--- config.mk ---
export PLATFORM = sky130hd
export DESIGN_NAME = i2c_tick_gen
export DESIGN_NICKNAME = d
export VERILOG_FILES = /design/src/rtl/i2c_tick_gen.sv
export SDC_FILE = /design/constraint.sdc
export NUM_CORES = 1
export LEC_CHECK = 0
export ABC_AREA = 1
export BUFFER_PORTS_ARGS = -buffer_cell sky130_fd_sc_hd__buf_2
export CAP_MARGIN = 30
export CORE_MARGIN = 2
export CORE_UTILIZATION = 35
export CTS_CLUSTER_SIZE = 10
export DETAILED_ROUTE_END_ITERATION = 10
export HOLD_SLACK_MARGIN = 0.08
export PLACE_DENSITY = 0.53
export SYNTH_ARGS = -nofsm -noshare
export SYNTH_HDL_FRONTEND = slang
export SYNTH_SLANG_ARGS = --single-unit
--- constraint.sdc ---
create_clock -name clk -period 3.5 [get_ports clk]
set_input_delay 0.525 -clock clk [delete_from_list [all_inputs] [get_ports clk]]
set_output_delay 0.525 -clock clk [all_outputs]
set_load 0.01 [all_outputs]
--- src/rtl/i2c_tick_gen.sv ---
module i2c_tick_gen #(
  parameter int N_W          = 3,
  parameter int M_W          = 4,
  parameter int PHASES       = 10,
  parameter bit EXP_PLUS_ONE = 1'b1
) (
  input  logic                          clk,
  input  logic                          rst_n,
  input  logic                          enable,
  input  logic [N_W+M_W-1:0]            div_cfg,
  output logic                          tick,
  output logic [$clog2(PHASES)-1:0]     phase
);

  localparam int PH_W  = $clog2(PHASES);
  localparam int PRE_W = 1 << N_W;
  localparam int SH_W  = N_W + 1;
  localparam logic [SH_W-1:0] SH_ADD = EXP_PLUS_ONE ? SH_W'(1) : SH_W'(0);
  localparam logic [PH_W-1:0] LAST   = PH_W'(PHASES - 1);

  logic [N_W-1:0]   n_act;
  logic [M_W-1:0]   m_act;
  logic [PRE_W-1:0] pre;
  logic [M_W-1:0]   lin;

  wire [SH_W-1:0]  shamt   = {1'b0, n_act} + SH_ADD;
  wire [PRE_W-1:0] pre_lim = (PRE_W'(1) << shamt) - PRE_W'(1);
  wire pre_end = (pre == pre_lim);
  wire lin_end = (lin == m_act);
  wire fire    = enable && pre_end && lin_end;
  wire wrap    = fire && (phase == LAST);

  always_ff @(posedge clk or negedge rst_n) begin
    if (!rst_n) begin
      pre   <= '0;
      lin   <= '0;
      phase <= '0;
      tick  <= 1'b0;
      n_act <= '0;
      m_act <= '0;
    end else begin
      tick <= fire;
      if (!enable) begin
        pre   <= '0;
        lin   <= '0;
        phase <= '0;
        n_act <= div_cfg[N_W-1:0];
        m_act <= div_cfg[N_W+M_W-1:N_W];
      end else begin
        if (pre_end) begin
          pre <= '0;
          lin <= lin_end ? '0 : lin + M_W'(1);
        end else begin
          pre <= pre + PRE_W'(1);
        end
        if (fire)
          phase <= (phase == LAST) ? '0 : phase + PH_W'(1);
        if (wrap) begin
          n_act <= div_cfg[N_W-1:0];
          m_act <= div_cfg[N_W+M_W-1:N_W];
        end
      end
    end
  end

  a_r4_phase_range: assert property (@(posedge clk) disable iff (!rst_n)
    phase <= LAST);

  a_r4_phase_step: assert property (@(posedge clk) disable iff (!rst_n)
    tick |-> phase == (($past(phase) == LAST) ? PH_W'(0) : $past(phase) + PH_W'(1)));

  a_r4_phase_hold: assert property (@(posedge clk) disable iff (!rst_n)
    ($past(enable) && !tick) |-> $stable(phase));

  a_r5_idle_quiet: assert property (@(posedge clk) disable iff (!rst_n)
    !enable |=> (!tick && phase == '0));

  a_r6_cfg_at_boundary: assert property (@(posedge clk) disable iff (!rst_n)
    (!$stable(n_act) || !$stable(m_act)) |-> phase == '0);

endmodule

# Yosys cells after proc, flatten, opt, wreduce, memory -nomap -nowiden
# Cells that the tools add are included.
# totals
regBits,24
input_bits,10
# classes
shift,1
mux,12
n_eq_ne,6
reduce_logical,3
add_sub_neg,5
# op_table
cell,count
$mux 4,8
$mux 8,2
$add 4x1->4 const B,2
$add 8x1->8 const B,1
$eq 8x8->1,1
$shl 1x4->8 const A,1
$sub 8x2->8 const B,1
$mux 3,2
$ne 2x1->1 const B,3
$add 3x1->4 const B,1
$eq 4x4->1,1
$eq 4x4->1 const B,1
$logic_and 1x1->1,3

# Logic depth before layout (Yosys ltp)
# depth
depth_word,9
depth_mapped,18

# Worst setup path after synthesis
# OpenSTA, ideal clock, no wires.
# synth_timing
path_kind,register to register
startpoint,reg n_act[1]
endpoint,reg n_act[2]
stages_incl_launch_ff,18
setup_time_ns,0.117
path_buffers,0
period_less_slack_ns,1.929
required_time_ns,3.383
slack_ns,1.571
arrival_ns,1.812
path_cell_list,dfrtp_1 -> inv_2 -> nand2_1 -> inv_1 -> nand2_1 -> ha_1 -> inv_1 -> nand2_1 -> nand2_1 -> nand2_1 -> nand2_1 -> nand3_1 -> nor2_2 -> nand3_4 -> o21bai_4 -> nand2_2 -> nand2_1 -> nand2_1
# synth_via
elab_chain_cells,8
# synth_lines
element,line,source
"start, declared",21,logic [N_W-1:0] n_act;
"start signal, assigned",47,n_act <= div_cfg[N_W-1:0];
"start signal, assigned",59,n_act <= div_cfg[N_W-1:0];
$add 3x1->4,26,"wire [SH_W-1:0] shamt = {1'b0, n_act} + SH_ADD;"
$shl 1x4->8,27,wire [PRE_W-1:0] pre_lim = (PRE_W'(1) << shamt) - PRE_W'(1);
$sub 8x2->8,27,
$eq 8x8->1,28,wire pre_end = (pre == pre_lim);
$logic_and 1x1->1 (2 in series),30,wire fire = enable && pre_end && lin_end;
$logic_and 1x1->1,31,wire wrap = fire && (phase == LAST);
$ne 2x1->1 (no line),n/a,
# Every way passes these cells.
# A chain may end at the register's enable or synchronous reset.

# Final worst setup path
# layout_timing
startpoint,reg n_act[1]
endpoint,reg n_act[1]
# The elaborated chain is that of the path after synthesis.

==> results.sh <==
export IMPL_clkTransAtPathRegs_ns=0.08
export IMPL_drive_gt1_frac=0.152
export IMPL_die_w_um=67.5
export IMPL_synth_seq_cells=24
export IMPL_drt_iter0_drc=83
export IMPL_path_max_fanout=11
export IMPL_cts_sinks=24
export IMPL_p_comb_frac=0.192
export IMPL_hold_viol_final=0
export IMPL_clk_insertion_delay_late_ns=0.26
export IMPL_finalCritPeriodShare=0.675
export IMPL_status="finished clean"
export IMPL_dieArea_mm2=0.00455
export IMPL_ir_drop_mv=0.168
export IMPL_regArea_um2=601
export IMPL_p_leak_nw=0.808
export IMPL_syn_nets=196
export IMPL_finClkSkew_ns=0.00213
export IMPL_row_count=23
export IMPL_synth_common_cells="53 x nand2_1, 28 x nand3_1, 24 x dfrtp_1"
export IMPL_fill_cells=391
export IMPL_grt_usage=0.148
export IMPL_pin_count=15
export IMPL_synth_xor_xnor_area_share=0.0550
export IMPL_clock_fmax_mhz=424
export IMPL_antenna_left=0
export IMPL_overflow=0
export IMPL_grt_start_max_net_pins=25
export IMPL_yosysMostFrequentCell="nand2_1"
export IMPL_finalPower_mw=0.623
export IMPL_synth_top_area_cell="dfrtp_1"
export IMPL_place_gp_congestion=0.852
export IMPL_post_drt_wl_per_cell_um=11.6
export IMPL_slew_violations=0
export IMPL_multi_input_area_um2=723
export IMPL_synth_edf_count=0
export IMPL_tns_ns=0
export IMPL_startpoint_type="register"
export IMPL_htreeDepth=1
export IMPL_ys_async_sr_fraction=1.00
export IMPL_syn_area_mm2=0.00141
export IMPL_cts_setup_buffers=0
export IMPL_timing_hold_ws_ns=0.238
export IMPL_ys_flop_type="dfrtp_1"
export IMPL_grt_antenna_before_repair=0
export IMPL_timing_rr_start="n_act[1]$_DFFE_PN0P_"
export IMPL_start_util=0.358
export IMPL_clk_path_buf_depth=2
export IMPL_setup_viol=0
export IMPL_worst_r2r_setup_slack_ns=1.14
export IMPL_switching_share=0.296
export IMPL_yosys_warnings=0
export IMPL_synth_top_area_frac=0.426
export IMPL_synthTopCellsByArea="dfrtp_1 43%, nand2_1 14%, nand3_1 9.9%"
export IMPL_p_int_mw=0.438
export IMPL_vias=1192
export IMPL_synthSimpleGateAreaFrac=0.353
export IMPL_critPathCaptureType="register"
export IMPL_insertedDiodeCount=0
export IMPL_r2r_cells=16
export IMPL_cts_tree="built"
export IMPL_synth_compound_area_frac=0.0577
export IMPL_cp_data_arrival_time_ns=2.52
export IMPL_syn_area_per_cell_um2=7.79
export IMPL_routed_wl_um=2860
export IMPL_yosys_mux_area_fraction=0
export IMPL_drc=0
export IMPL_synth_top_family_by_area="simple AND/OR/NAND/NOR gates"
export IMPL_yosysUniqueCellTypes=28
export IMPL_dpl_cell_area_mm2=0.00153
export IMPL_cp_data_required_time_ns=3.66
export IMPL_reg2reg_to="n_act[1]$_DFFE_PN0P_"
export IMPL_yosysSeqAreaShare=0.426
export IMPL_p_switching_mw=0.185
export IMPL_postLayoutCellArea_mm2=0.00158
export IMPL_syn_instance_count=181
export IMPL_criticalPathCategory="reg2reg"
export IMPL_dp_hpwl_um=2190
export IMPL_rsz0062_at_grt="no"
export IMPL_slew_headroom=0.634
export IMPL_cts_hold_buf=0
export IMPL_io_buffers=14
export IMPL_sequentialPowerShare=0.505
export IMPL_yosys_area_share_adder=0.0444
export IMPL_clkPwrFrac=0.302
export IMPL_min_path_type="in2async"
export IMPL_nets=213
export IMPL_max_cap_viol_count=0
export IMPL_grt_pass1_vias=1141
export IMPL_viasPerCell=4.83
export IMPL_grt_pass1_wl_um=5090
export IMPL_syn2layout_area_growth_pct=12.2
export IMPL_core_area_mm2=0.00394
export IMPL_die_h_um=67.5
export IMPL_period_needed_ns=2.36
export IMPL_tightest_slew_ns=0.550
export IMPL_numCtsBuffers=3
export IMPL_post_cts_resized=0
export IMPL_powerDensity_mw_per_mm2=394
export IMPL_detailedRoute_firstPassIterationCount=4
export IMPL_cts_root_buf="clkbuf_8"
-- power groups by stage --
stage          registers (mW)  logic [mW]  clock network [mW]
2_1_floorplan           0.317      0.0884                   0
3_3_place_gp            0.320       0.119                   0
3_5_place_dp            0.320       0.120                   0
4_1_cts                 0.315       0.121               0.196
5_1_grt                 0.318       0.140               0.209
6_report                0.315       0.120               0.188
-- placed cells by master (no fill, tap or decap), drive strengths merged --
cell type and count:
nand2 56, nand3 29, dfrtp 24, inv 18, buf 14, nor2 14, xor2 7, o21ai 7
nor3 5, ha 5, a21oi 4, clkbuf 4, nor3b 2, o21bai 2, clkinv 1, nand4 1
nand3b 1, or2 1, xnor2 1, conb 1
-- logic make-up (layout without fill, tap and decap cells) --
logic type      count (synthesis)  after routing
compound gates                 13             13
xor+xnor                        8              8
flops                          24             24
other cells                     1              1
fa+ha+maj                       5              5
buf+inv                        21             37
simple gates                  109            109
-- stage by stage --
stage	std cells	setup WS, ns	utilization
finish	247	1.14	0.401
global route	247	0.847	0.401
floorplan	181	1.57	-
global placement	243	1.23	0.387
CTS	247	1.11	0.401
detailed placement	243	1.12	0.387
-- registers in the layout, indices dropped and copies added, names as in the netlist --
register  flops
lin           4
pre           8
tick          1
n_act         3
m_act         4
phase         4
-- per-layer routing --
layer	wire, um	up-vias	GRT usage
met1	1470	556	0.216
met4	25	0	0.0612
met3	105	2	0.0200
li1	-	614	-
met5	0	-	0
met2	1260	20	0.218
-- critical path: stages (launching register included) --
cell and delay, ns:
dfrtp_1 0.41, inv_2 0.10, nand2_1 0.09, inv_1 0.08, nand2_1 0.05, ha_1 0.30, inv_1 0.05, nand2_1 0.05
nand3_1 0.07, nor2_1 0.11, nand3_1 0.10, nor2_2 0.13, nand3_4 0.15, o21bai_4 0.29, nand2_2 0.16, nand2_1 0.09
nand2_1 0.05
-- how the worst max path moves through the flow --
stage	startpoint	end	cells after the start
2_1_floorplan	n_act[1]$_DFFE_PN0P_	n_act[2]$_DFFE_PN0P_	17
5_1_grt	n_act[0]$_DFFE_PN0P_	n_act[1]$_DFFE_PN0P_	16
6_report	n_act[1]$_DFFE_PN0P_	n_act[1]$_DFFE_PN0P_	16
3_5_place_dp	n_act[0]$_DFFE_PN0P_	n_act[1]$_DFFE_PN0P_	16
3_3_place_gp	n_act[1]$_DFFE_PN0P_	m_act[1]$_DFFE_PN0P_	16
4_1_cts	n_act[0]$_DFFE_PN0P_	n_act[1]$_DFFE_PN0P_	16
-- area by class of cell --
class | count | share of cell area
Multi-Input combinational cell | 136 | 0.457
Inverter | 19 | 0.0451
Tap cell | 50 | 0.0395
Sequential cell | 24 | 0.379
Timing Repair Buffer | 14 | 0.0443
Clock buffer | 4 | 0.0348
(Power assumes the default switching activity.)
